$ cat src/rtl/dd_pkg.sv
package dd_pkg;
  typedef enum logic [1:0] {
    CLS_NORM = 2'd0,
    CLS_DSER = 2'd1,
    CLS_RSER = 2'd2
  } cls_e;

  typedef enum logic [1:0] {
    RSN_NONE = 2'd0,
    RSN_UNIT = 2'd1,
    RSN_SER  = 2'd2,
    RSN_RF   = 2'd3
  } rsn_e;

  localparam int unsigned INSN_BYTES = 4;
endpackage

$ cat src/rtl/dd_unit_gate.sv
module dd_unit_gate #(
  parameter int N_UNITS = 4,
  localparam int UNIT_W = (N_UNITS > 1) ? $clog2(N_UNITS) : 1
) (
  input  logic [N_UNITS-1:0] unit_rdy,
  input  logic [N_UNITS-1:0] unit_single,
  input  logic [UNIT_W-1:0]  u0,
  input  logic [UNIT_W-1:0]  u1,
  output logic               ok0,
  output logic               ok1
);
  logic shared_single;

  always_comb begin
    shared_single = unit_single[u1] && (u1 == u0);
    ok0 = unit_rdy[u0];
    // slot 1 is only considered when slot 0 also issues this cycle
    ok1 = unit_rdy[u1] && !shared_single;
  end
endmodule

$ cat src/rtl/dd_tag_match.sv
module dd_tag_match #(
  parameter int N_RET = 2,
  parameter int TAG_W = 4
) (
  input  logic [N_RET-1:0]       ret_vld,
  input  logic [N_RET*TAG_W-1:0] ret_tag,
  input  logic [TAG_W-1:0]       want,
  output logic                   hit
);
  logic [N_RET-1:0] lane_hit;

  for (genvar k = 0; k < N_RET; k++) begin : g_lane
    assign lane_hit[k] = ret_vld[k] && (ret_tag[k*TAG_W +: TAG_W] == want);
  end

  assign hit = |lane_hit;
endmodule

$ cat src/rtl/dd_serial_track.sv
module dd_serial_track
  import dd_pkg::*;
#(
  parameter int TAG_W  = 4,
  parameter int ADDR_W = 32
) (
  input  logic              clk,
  input  logic              rst_n,
  input  logic              flush,
  input  logic              cap_en,
  input  cls_e              cap_cls,
  input  logic [TAG_W-1:0]  cap_tag,
  input  logic [ADDR_W-1:0] cap_npc,
  input  logic              hit,
  output cls_e              pend_cls,
  output logic [TAG_W-1:0]  pend_tag,
  output logic [ADDR_W-1:0] pend_npc
);
  cls_e              cls_d;
  logic [TAG_W-1:0]  tag_d;
  logic [ADDR_W-1:0] npc_d;
  logic              ld_en;
  logic              pending;

  assign pending = (pend_cls != CLS_NORM);

  always_comb begin
    cls_d = pend_cls;
    tag_d = pend_tag;
    npc_d = pend_npc;
    ld_en = 1'b0;
    if (flush || (pending && hit)) begin
      cls_d = CLS_NORM;
      ld_en = 1'b1;
    end else if (cap_en && !pending) begin
      cls_d = cap_cls;
      tag_d = cap_tag;
      npc_d = cap_npc;
      ld_en = 1'b1;
    end
  end

  always_ff @(posedge clk or negedge rst_n) begin
    if (!rst_n) begin
      pend_cls <= CLS_NORM;
      pend_tag <= '0;
      pend_npc <= '0;
    end else if (ld_en) begin
      pend_cls <= cls_d;
      pend_tag <= tag_d;
      pend_npc <= npc_d;
    end
  end

  p_flush_clears_r10: assert property (@(posedge clk) disable iff (!rst_n)
    flush |=> (pend_cls == CLS_NORM));

  p_rf_release_r9: assert property (@(posedge clk) disable iff (!rst_n)
    (pend_cls == CLS_RSER && hit) |=> (pend_cls == CLS_NORM));

  p_tag_hold_r8: assert property (@(posedge clk) disable iff (!rst_n)
    (pending && !hit && !flush) |=> ($stable(pend_tag) && $stable(pend_cls)));
endmodule

$ cat src/rtl/dual_dispatch_ctrl.sv
module dual_dispatch_ctrl
  import dd_pkg::*;
#(
  parameter int N_UNITS = 4,
  parameter int TAG_W   = 4,
  parameter int ADDR_W  = 32,
  parameter int N_RET   = 2,
  localparam int UNIT_W = (N_UNITS > 1) ? $clog2(N_UNITS) : 1
) (
  input  logic                   clk,
  input  logic                   rst_n,
  input  logic                   flush,
  input  logic [1:0]             q_vld,
  input  logic [1:0]             q_cls0,
  input  logic [1:0]             q_cls1,
  input  logic [UNIT_W-1:0]      q_unit0,
  input  logic [UNIT_W-1:0]      q_unit1,
  input  logic [TAG_W-1:0]       q_tag0,
  input  logic [TAG_W-1:0]       q_tag1,
  input  logic [ADDR_W-1:0]      q_pc0,
  input  logic [ADDR_W-1:0]      q_pc1,
  input  logic [N_UNITS-1:0]     unit_rdy,
  input  logic [N_UNITS-1:0]     unit_single,
  input  logic [N_RET-1:0]       ret_vld,
  input  logic [N_RET*TAG_W-1:0] ret_tag,
  output logic [1:0]             disp_vld,
  output logic [1:0]             stall_why,
  output logic                   refetch_req,
  output logic [ADDR_W-1:0]      refetch_pc
);
  localparam logic [ADDR_W-1:0] STEP = ADDR_W'(INSN_BYTES);

  cls_e              c0, c1;
  cls_e              pend_cls;
  logic [TAG_W-1:0]  pend_tag;
  logic [ADDR_W-1:0] pend_npc;
  logic              ok0, ok1, hit, pending;
  logic              go0, go1;
  logic              cap_en;
  cls_e              cap_cls;
  logic [TAG_W-1:0]  cap_tag;
  logic [ADDR_W-1:0] cap_npc;
  rsn_e              rsn;

  assign c0 = (q_cls0 == 2'd1) ? CLS_DSER : (q_cls0 == 2'd2) ? CLS_RSER : CLS_NORM;
  assign c1 = (q_cls1 == 2'd1) ? CLS_DSER : (q_cls1 == 2'd2) ? CLS_RSER : CLS_NORM;
  assign pending = (pend_cls != CLS_NORM);

  dd_unit_gate #(.N_UNITS(N_UNITS)) u_gate (
    .unit_rdy    (unit_rdy),
    .unit_single (unit_single),
    .u0          (q_unit0),
    .u1          (q_unit1),
    .ok0         (ok0),
    .ok1         (ok1)
  );

  dd_tag_match #(.N_RET(N_RET), .TAG_W(TAG_W)) u_match (
    .ret_vld (ret_vld),
    .ret_tag (ret_tag),
    .want    (pend_tag),
    .hit     (hit)
  );

  dd_serial_track #(.TAG_W(TAG_W), .ADDR_W(ADDR_W)) u_track (
    .clk      (clk),
    .rst_n    (rst_n),
    .flush    (flush),
    .cap_en   (cap_en),
    .cap_cls  (cap_cls),
    .cap_tag  (cap_tag),
    .cap_npc  (cap_npc),
    .hit      (hit),
    .pend_cls (pend_cls),
    .pend_tag (pend_tag),
    .pend_npc (pend_npc)
  );

  // issue decision, strictly in order
  always_comb begin
    go0 = !flush && !pending && q_vld[0] && ok0;
    go1 = go0 && (c0 == CLS_NORM) && q_vld[1] && ok1;
  end

  // capture of the serializing entry that leaves this cycle
  always_comb begin
    cap_en  = 1'b0;
    cap_cls = CLS_NORM;
    cap_tag = q_tag0;
    cap_npc = q_pc0 + STEP;
    if (go0 && c0 != CLS_NORM) begin
      cap_en  = 1'b1;
      cap_cls = c0;
    end else if (go1 && c1 != CLS_NORM) begin
      cap_en  = 1'b1;
      cap_cls = c1;
      cap_tag = q_tag1;
      cap_npc = q_pc1 + STEP;
    end
  end

  // stall cause of the oldest entry left behind
  always_comb begin
    rsn = RSN_NONE;
    if (flush) begin
      rsn = RSN_NONE;
    end else if (pending) begin
      rsn = (pend_cls == CLS_RSER) ? RSN_RF : RSN_SER;
    end else if (q_vld[0] && !ok0) begin
      rsn = RSN_UNIT;
    end else if (go0 && q_vld[1] && c0 != CLS_NORM) begin
      rsn = (c0 == CLS_RSER) ? RSN_RF : RSN_SER;
    end else if (go0 && q_vld[1] && !ok1) begin
      rsn = RSN_UNIT;
    end
  end

  assign disp_vld    = {go1, go0};
  assign stall_why   = rsn;
  assign refetch_req = !flush && (pend_cls == CLS_RSER) && hit;
  assign refetch_pc  = pend_npc;

  p_in_order_r5: assert property (@(posedge clk) disable iff (!rst_n)
    disp_vld[1] |-> disp_vld[0]);

  p_unit_ready_r3: assert property (@(posedge clk) disable iff (!rst_n)
    disp_vld[0] |-> unit_rdy[q_unit0]);

  p_single_issue_r4: assert property (@(posedge clk) disable iff (!rst_n)
    (disp_vld == 2'b11 && q_unit0 == q_unit1) |-> !unit_single[q_unit0]);

  p_ser_hold_r6: assert property (@(posedge clk) disable iff (!rst_n)
    (disp_vld[0] && q_cls0 == 2'd1 && !flush) |=> (disp_vld == 2'b00));

  p_flush_quiet_r10: assert property (@(posedge clk) disable iff (!rst_n)
    flush |-> (disp_vld == 2'b00 && !refetch_req));
endmodule

$ cat config.mk
export PLATFORM = sky130hd
export DESIGN_NAME = dual_dispatch_ctrl
export DESIGN_NICKNAME = d
export VERILOG_FILES = /design/src/rtl/dd_pkg.sv /design/src/rtl/dd_unit_gate.sv /design/src/rtl/dd_tag_match.sv /design/src/rtl/dd_serial_track.sv /design/src/rtl/dual_dispatch_ctrl.sv
export SDC_FILE = /design/constraint.sdc
export NUM_CORES = 1
export LEC_CHECK = 0
export ABC_CLOCK_PERIOD_IN_PS = 5300
export BUFFER_PORTS_ARGS = -buffer_cell sky130_fd_sc_hd__buf_2
export CORE_AREA = 2 2 82 84
export CTS_CLUSTER_DIAMETER = 30
export CTS_CLUSTER_SIZE = 14
export DETAILED_ROUTE_END_ITERATION = 8
export DIE_AREA = 0 0 84 86
export PLACE_DENSITY = 0.95
export SETUP_SLACK_MARGIN = 0.15
export SLEW_MARGIN = 20
export SYNTH_ARGS = -nofsm -noshare
export SYNTH_HDL_FRONTEND = slang
export SYNTH_SLANG_ARGS = --single-unit
$ cat constraint.sdc
create_clock -name clk -period 5.3 [get_ports clk]
set_input_delay 0.53 -clock clk [delete_from_list [all_inputs] [get_ports clk]]
set_output_delay 0.53 -clock clk [all_outputs]
set_load 0.01 [all_outputs]
==> results of run 1 <==
[sequential cells by signal (all words and copies together), names as in the netlist]
name,cells
u_track.pend_tag,4
u_track.pend_cls,2
u_track.pend_npc,32
[worst paths after layout]
path	startpoint	end	slack (ns)
setup / recovery	u_track.pend_cls[0]	stall_why[1]	2.31
hold / removal	rst_n	u_track.pend_npc[0]	0.36
setup reg to reg	u_track.pend_cls[0]	u_track.pend_npc[11]	2.69
hold reg to reg	u_track.pend_npc[3]	u_track.pend_npc[3]	0.48
max in group asynchronous	rst_n	u_track.pend_npc[10]	4.38
min in group clk	u_track.pend_npc[3]	u_track.pend_npc[3]	0.48
[metal layers]
layer,vias up,track usage (%),share of wire [%]
met5,-,0,0
li1,1745,-,-
met2,159,49.60,51
met3,18,4.331,6.4
met1,1727,31.56,41
met4,0,8.944,2.3
[stage by stage]
step	power (µW)	utilization, %	hold slack (ns)
6_report	1062	65.16	0.3583
3_5_place_dp	855.5	63.56	0.4652
5_1_grt	1129	65.16	0.4372
4_1_cts	1066	65.02	0.3803
2_1_floorplan	659.1	-	0.2344
3_3_place_gp	838.3	63.56	0.4543
[worst max-delay path, stage by stage (launching register included)]
cell	delay [ns]
sky130_fd_sc_hd__dfrtp_1	0.43
sky130_fd_sc_hd__nor4b_1	0.54
sky130_fd_sc_hd__and3_1	0.78
sky130_fd_sc_hd__nand2_1	0.12
sky130_fd_sc_hd__a21oi_1	0.16
sky130_fd_sc_hd__buf_2	0.14
[layout by cell type (no fill, tap or decap), types with 13 or more instances in the layout]
| cell | instances |
|---|---|
| sky130_fd_sc_hd__nand2_1 | 36 |
| sky130_fd_sc_hd__nor2_1 | 19 |
| sky130_fd_sc_hd__o21ai_0 | 14 |
| sky130_fd_sc_hd__xor2_1 | 34 |
| sky130_fd_sc_hd__nand3_1 | 25 |
| sky130_fd_sc_hd__xnor2_1 | 16 |
| sky130_fd_sc_hd__dfrtp_1 | 38 |
| sky130_fd_sc_hd__nand4_1 | 21 |
| sky130_fd_sc_hd__nor3_1 | 18 |
| sky130_fd_sc_hd__inv_1 | 13 |
| sky130_fd_sc_hd__buf_2 | 139 |
[logic make-up (layout without fill, tap and decap cells)]
logic type | after synthesis | in the layout | synth area share (%)
and+or+nand+nor | 172 | 172 | 29.39
xor gates and xnor gates | 50 | 50 | 13.43
AOI/OAI and AO/OA | 86 | 86 | 18.92
DFF | 38 | 38 | 29.16
buffers and inverters | 33 | 163 | 4.106
muxes | 6 | 6 | 2.302
adders and majority gates | 7 | 7 | 2.686
[power breakdown]
| part | switching (µW) | total [µW] | internal (µW) | leakage [µW] |
|---|---|---|---|---|
| Combinational | 214 | 411 | 197 | 0.00135 |
| Sequential | 56.3 | 439 | 383 | 0.000454 |
| Clock | 107 | 212 | 105 | 0.0000482 |
| Total | 377 | 1060 | 685 | 0.00186 |
[cell type report]
type                            instances  area, µm²
Clock buffer                            7      86.33
Clock inverter                          1      5.005
Fill cell                             559       2187
Inverter                               13      48.80
Multi-Input combinational cell        321       2185
Sequential cell                        38      950.9
Tap cell                               77      96.34
Timing Repair Buffer                  142      718.2
==> run summary, run 1 <==
Once the clock tree was built, the setup fixing pass inserted 0 buffers. TritonCTS built the clock tree. Measured against its own limit, the worst slew margin works out to 26.00%. Entering global routing, the biggest net connects 47 pins. The detailed-router iteration count before antenna repair came out at 5. The number of endpoints with negative hold slack in the final report was 0. The run finished with clean final reports. The path depth of the worst reg2reg path is 6. The wire length of the first global-routing pass is 15780 µm. The total I/O pin count came out at 140. The count of unique library cells instantiated by Yosys is 53. Yosys attributes the largest share of cell area to sky130_fd_sc_hd__dfrtp_1 (29%), sky130_fd_sc_hd__xor2_1 (9.1%), sky130_fd_sc_hd__xnor2_1 (4.3%). The number of antenna violations at the first check in global routing came to 0. The insertion delay of the later-clocked pin in the worst-skew pair is 0.29 ns. The number of I/O port buffers is 139.

In the synthesized netlist, the cells that appear most often are sky130_fd_sc_hd__dfrtp_1 (38), sky130_fd_sc_hd__nand2_1 (36), sky130_fd_sc_hd__xor2_1 (34). The die area is 0.007224 mm². Across the VDD grid, the largest voltage drop is 180.8 µV. The final worst clock skew is 0.003427 ns. The async set-or-reset flop fraction in the synthesized netlist came out at 100.0%. The biggest fanout along the worst timing path came out at 22.

From left edge to right edge, the die measures 84 µm. Synthesis handed over a netlist of 392 instances. The pin slew with the least headroom to its limit is 1.101 ns.

The post-route antenna net violation count is 0. The number of max-slew violations in the final report is 0. The number of CTS-inserted buffers is 5. In this run the worst hold path is classified as in -> async.

The post-placement cell area came out at 0.003990 mm². The final layout contains 631 nets. The most used flip-flop cell after synthesis is sky130_fd_sc_hd__dfrtp_1. After synthesis, the largest area contributor takes up 29.16% of total cell area. When the netlist entered floorplanning its net count stood at 502.

After synthesis, the mean cell area works out to 8.318 µm². Across all layers, the routed design uses 3649 vias. For this run, the number of Yosys warnings is 0. In this run, the number of DRC markers left after iteration 0 of detailed routing was 253. Setup violations remaining at the end of the flow were counted as 0. The total routing resource utilization after global routing came out at 26.77%. The wire length per cell is 16.43 µm. The floorplan step set the die height to 86 µm. CTS built an H-tree with a depth of 2. The time the worst path needs with I/O delays and setup is 2.991 ns.

Power spread over the standard cell area amounts to 259.7 mW/mm². After clock tree synthesis, the repair step resized 0 gates. The worst setup path category is reg -> out. The floorplan core area is 0.006277 mm². The repair_antennas step left the layout with diodes totalling 0. Setup repair after global routing left no endpoint under its margin.

The post-route fraction of the period consumed by the critical path came out at 56.44%. The post-route cell area came out at 0.004090 mm². The setup total negative slack came out at 0 ns. Using the TritonRoute via totals, the vias-per-cell ratio works out to 6.092.

The sum of routed wire length over all layers came out at 9840 µm. The cell area that synthesis handed to floorplanning was 0.003261 mm². The sequential element share of the synthesized area is 29.16%. The instance count after placement with tap cells included came out at 591. The number of max-cap violations is 0. The number of standard cells in the layout, taps in and fillers out is 599.

STA classifies the critical path endpoint as a primary output. The TritonCTS sink count came out at 38. The post-detailed-placement half-perimeter wirelength is 7624 µm.

The worst path meets setup with 2.309 ns of slack. The fraction of layout instances using a drive strength above 1 is 30.46%. Among all cell types in the netlist, the one instantiated most often is sky130_fd_sc_hd__dfrtp_1.

The initial standard-cell utilization of the core came out at 51.94%. After detailed routing, the number of remaining DRC violations is 0. The routability congestion estimate from global placement came out at 0.8912. The total global routing overflow is 0. Compared with the post-synthesis result, the final layout area differs by 25.44%. The via count of the first global-routing pass is 3489. The largest total area in the synthesized netlist belongs to sky130_fd_sc_hd__dfrtp_1. The worst setup path is launched from a flip-flop.

For the worst setup path, the data required time is 4.77 ns. The achievable clock frequency came out at 334.3 MHz. The critical path data arrival time is 2.46 ns.

The post-synthesis sequential element count came out at 38. Clock tree synthesis selected as its root buffer the cell sky130_fd_sc_hd__clkbuf_8. The number of enable flip-flop cells after synthesis came out at 0. For this design, the CTS-stage hold fixing added 0 buffers.

The leakage power came out at 0.001855 µW. The clock tree buffer depth came out at 2. The worst slack at placement came out at 2.418 ns. The clock edge transition at the registers on the reported setup and hold paths came out at 0.08 ns. The placement row count is 29.
Power figures use the tool's default switching activity.
==> inputs of run 2 (changes only) <==
--- a/config.mk
+++ b/config.mk
@@ -5,14 +5,14 @@
 export SDC_FILE = /design/constraint.sdc
 export NUM_CORES = 1
 export LEC_CHECK = 0
-export ABC_CLOCK_PERIOD_IN_PS = 5300
+export ABC_CLOCK_PERIOD_IN_PS = 2400
 export BUFFER_PORTS_ARGS = -buffer_cell sky130_fd_sc_hd__buf_2
-export CORE_AREA = 2 2 82 84
+export CORE_AREA = 2 2 90 92
 export CTS_CLUSTER_DIAMETER = 30
 export CTS_CLUSTER_SIZE = 14
 export DETAILED_ROUTE_END_ITERATION = 8
-export DIE_AREA = 0 0 84 86
-export PLACE_DENSITY = 0.95
+export DIE_AREA = 0 0 92 94
+export PLACE_DENSITY = 0.85
 export SETUP_SLACK_MARGIN = 0.15
 export SLEW_MARGIN = 20
 export SYNTH_ARGS = -nofsm -noshare
==> constraint.sdc (replaced) <==
create_clock -name clk -period 2.4 [get_ports clk]
set_input_delay 0.24 -clock clk [delete_from_list [all_inputs] [get_ports clk]]
set_output_delay 0.24 -clock clk [all_outputs]
set_load 0.01 [all_outputs]
==> run 2 against run 1 <==
Critical path depth is 1 higher. Global-route usage is 2.5 points lower. Largest cell class unchanged. Critical endpoint unchanged. First-iteration DRC count is 27% lower. Final cell count is 5.3% higher. Clock power grew to 2.6 times the previous value. Clock skew is 0.0074 ns higher. Sequential power is 120% higher. Power is 130% higher. Worst hold slack worse by 0.28 ns. Clock-buffer cell count stayed put. Critical path type unchanged.
==> run summary, run 2 (same netlist as run 1, synthesis figures left out) <==
The maximum number of pins on one net before global-route repair is 47 (unchanged). The critical path data arrival time came out at 1.92 ns (-0.54 ns). The worst setup margin came to 0.2389 ns (-2.070 ns). The time the worst path needs with I/O delays and setup came out at 2.161 ns.

The number of CTS-inserted buffers came to 5 (unchanged). The total global routing overflow is 0 (unchanged). The number of flip-flops in the largest register came out at 32 (unchanged).

The number of max-slew violations in the final report is 0 (unchanged). The number of max-cap violations is 0 (unchanged). The count of H-tree levels built during CTS is 2 (unchanged). Leaving out fill and tap cells, the most frequent cell in the layout is sky130_fd_sc_hd__buf_2. The detailed-router iteration count before antenna repair is 6 (+1). The worst relative slew slack is 39.39% (+13 points).

In this run the worst hold path is classified as in -> async. The number of endpoints with negative hold slack in the final report came to 0 (unchanged). The initial DRC count came to 184 (-27%). The pin slew with the least headroom to its limit is 0.9092 ns (-0.1916 ns). The number of I/O port buffers came out at 139 (unchanged). The total I/O pin count is 140 (unchanged).

The buffers inserted during post-CTS setup optimization came out at 0 (unchanged). Setup repair after global routing could not meet its margin everywhere. The wire length per cell came out at 16.67 µm (+1.5%). The x dimension of the die is 92 µm (+9.5%). The run finished with clean final reports. TritonCTS built the clock tree. The via density per instance came out at 5.905 (-3.1%). The top cell types in the final layout, fill and taps aside, are sky130_fd_sc_hd__buf_2 (139), sky130_fd_sc_hd__dfrtp_1 (38), sky130_fd_sc_hd__nand2_1 (36). The insertion delay of the later-clocked pin in the worst-skew pair came to 0.29 ns (about the same). The sum of routed wire length over all layers was 10520 µm (+6.9%). The via count came to 3726 (+2.1%). The fraction of layout instances using a drive strength above 1 came to 31.76% (+1.3 points).

The worst slack at placement is 0.2494 ns (-2.169 ns). The final worst clock skew is 0.01085 ns (+0.007420 ns). The clock tree buffer depth is 2 (unchanged). The total routing resource utilization after global routing came to 24.24% (-2.5 points). The TritonCTS sink count came to 38 (unchanged). The leakage power came to 0.001905 µW (+2.7%). The setup-violating endpoint count in the final report came out at 0 (unchanged).

The placement row count is 32 (+10%). The number of antenna violations at the first check in global routing is 0 (unchanged). The biggest fanout along the worst timing path is 9 (-59%). The post-route antenna net violation count came out at 0 (unchanged). The worst setup path is launched from a flip-flop. Compared with the post-synthesis result, the final layout area differs by 29.82%. The die area was 0.008648 mm² (+20%).

The buffer type at the clock tree root is sky130_fd_sc_hd__clkbuf_8. The largest registers in the layout are u_track.pend_npc x32, u_track.pend_tag x4, u_track.pend_cls x2. The post-detailed-placement half-perimeter wirelength is 8262 µm (+8.4%). The achievable clock frequency is 462.7 MHz.

The number of filler cells placed in the layout came out at 717 (+28%). The number of remaining DRC errors came out at 0 (unchanged). The post-layout net count came to 638 (+1.1%). The post-route fraction of the period consumed by the critical path came out at 90.05%. The via count of the first global-routing pass was 3580 (+2.6%). STA classifies the critical path endpoint as a primary output. The setup total negative slack is 0 ns (unchanged).

The floorplan core area is 0.007607 mm² (+21%). The wire length of the first global-routing pass is 16830 µm (+6.6%). Ranked by flip-flop count, first place goes to u_track.pend_npc. The power density over cell area came to 577.8 mW/mm² (+120%).

The vertical extent of the die is 94 µm (+9.3%). The number of buffers added to fix hold violations after cts came to 0 (unchanged). The critical path data required time is 2.16 ns (-2.61 ns). The peak supply drop came to 333.5 µV (+84%). The clock edge transition at the registers on the reported setup and hold paths is 0.08 ns (about the same). The routability congestion estimate from global placement is 0.9281 (+4.1%).

The worst setup path category is reg -> out. The antenna diode count is 0 (unchanged). The initial standard-cell utilization of the core is 42.86% (-9.1 points).
==> run 2: routing by layer <==
metal	vias to the layer above	wire length [µm]	global-route usage [%]	share of wire [%]
met5	-	0	0	0
met4	0	266	6.468	2.5
met3	31	809	4.976	7.7
met2	194	5234	44.79	50
met1	1753	4209	28.54	40
li1	1748	-	-	-
==> run 2: cell type report <==
type                       count  area, µm²  share of cell area (%)
timing repair buffer         149      795.8                   18.80
tap                          102      127.6                   3.015
multi-input combinational    321       2203                   52.05
inverter                      13      48.80                   1.153
clock buffer                   7      76.32                   1.803
clock inverter                 1      30.03                  0.7094
sequential                    38      950.9                   22.47
==> run 2: power by group <==
part	total [µW]	internal, µW	leakage (µW)	switching (µW)
Sequential	975	846	0.000454	129
Combinational	928	442	0.00140	486
Clock	542	311	0.0000524	231
==> run 2: stage by stage <==
step           hold slack, ns  total power [µW]  utilization [%]  instances  instance area, µm²
2_1_floorplan        -0.05559              1456                -        392                3261
4_1_cts                0.1055              2450            55.36        631                4212
5_1_grt                0.1344              2602            55.64        631                4233
3_3_place_gp           0.4016              1871            53.88        623                4099
3_5_place_dp           0.4185              1903            53.88        623                4099
6_report              0.07811              2446            55.64        631                4233
==> run 2: worst max-delay path, stage by stage (launching register included) <==
cell	delay (ns)
sky130_fd_sc_hd__dfrtp_1	0.45
sky130_fd_sc_hd__nor4b_4	0.34
sky130_fd_sc_hd__and3_1	0.28
sky130_fd_sc_hd__buf_4	0.20
sky130_fd_sc_hd__nand2_1	0.07
sky130_fd_sc_hd__a21oi_1	0.15
sky130_fd_sc_hd__buf_2	0.15
==> run 2: final timing paths <==
check                                          from              endpoint  slack, ns  cells after the start
worst max-delay path            u_track.pend_cls[0]          stall_why[1]       0.24                      6
worst min-delay path                          rst_n  u_track.pend_npc[19]       0.08                      1
worst min register to register  u_track.pend_npc[3]   u_track.pend_npc[3]       0.48                      1
max in group asynchronous                     rst_n   u_track.pend_npc[6]       1.75                      1
worst max register to register  u_track.pend_cls[0]   u_track.pend_tag[1]       0.57                      6
min in group clk                           q_pc1[2]   u_track.pend_npc[2]       0.23                      2
==> run 2: what timing repair did <==
| action | 4_1_cts | 5_1_grt |
|---|---|---|
| endpoints found under the hold margin | 0 | 0 |
| gates resized for setup | 1 | 3 |
| endpoints found under the setup margin | 2 | 3 |
| pin swaps | 0 | 0 |
| cloned | 0 | 0 |
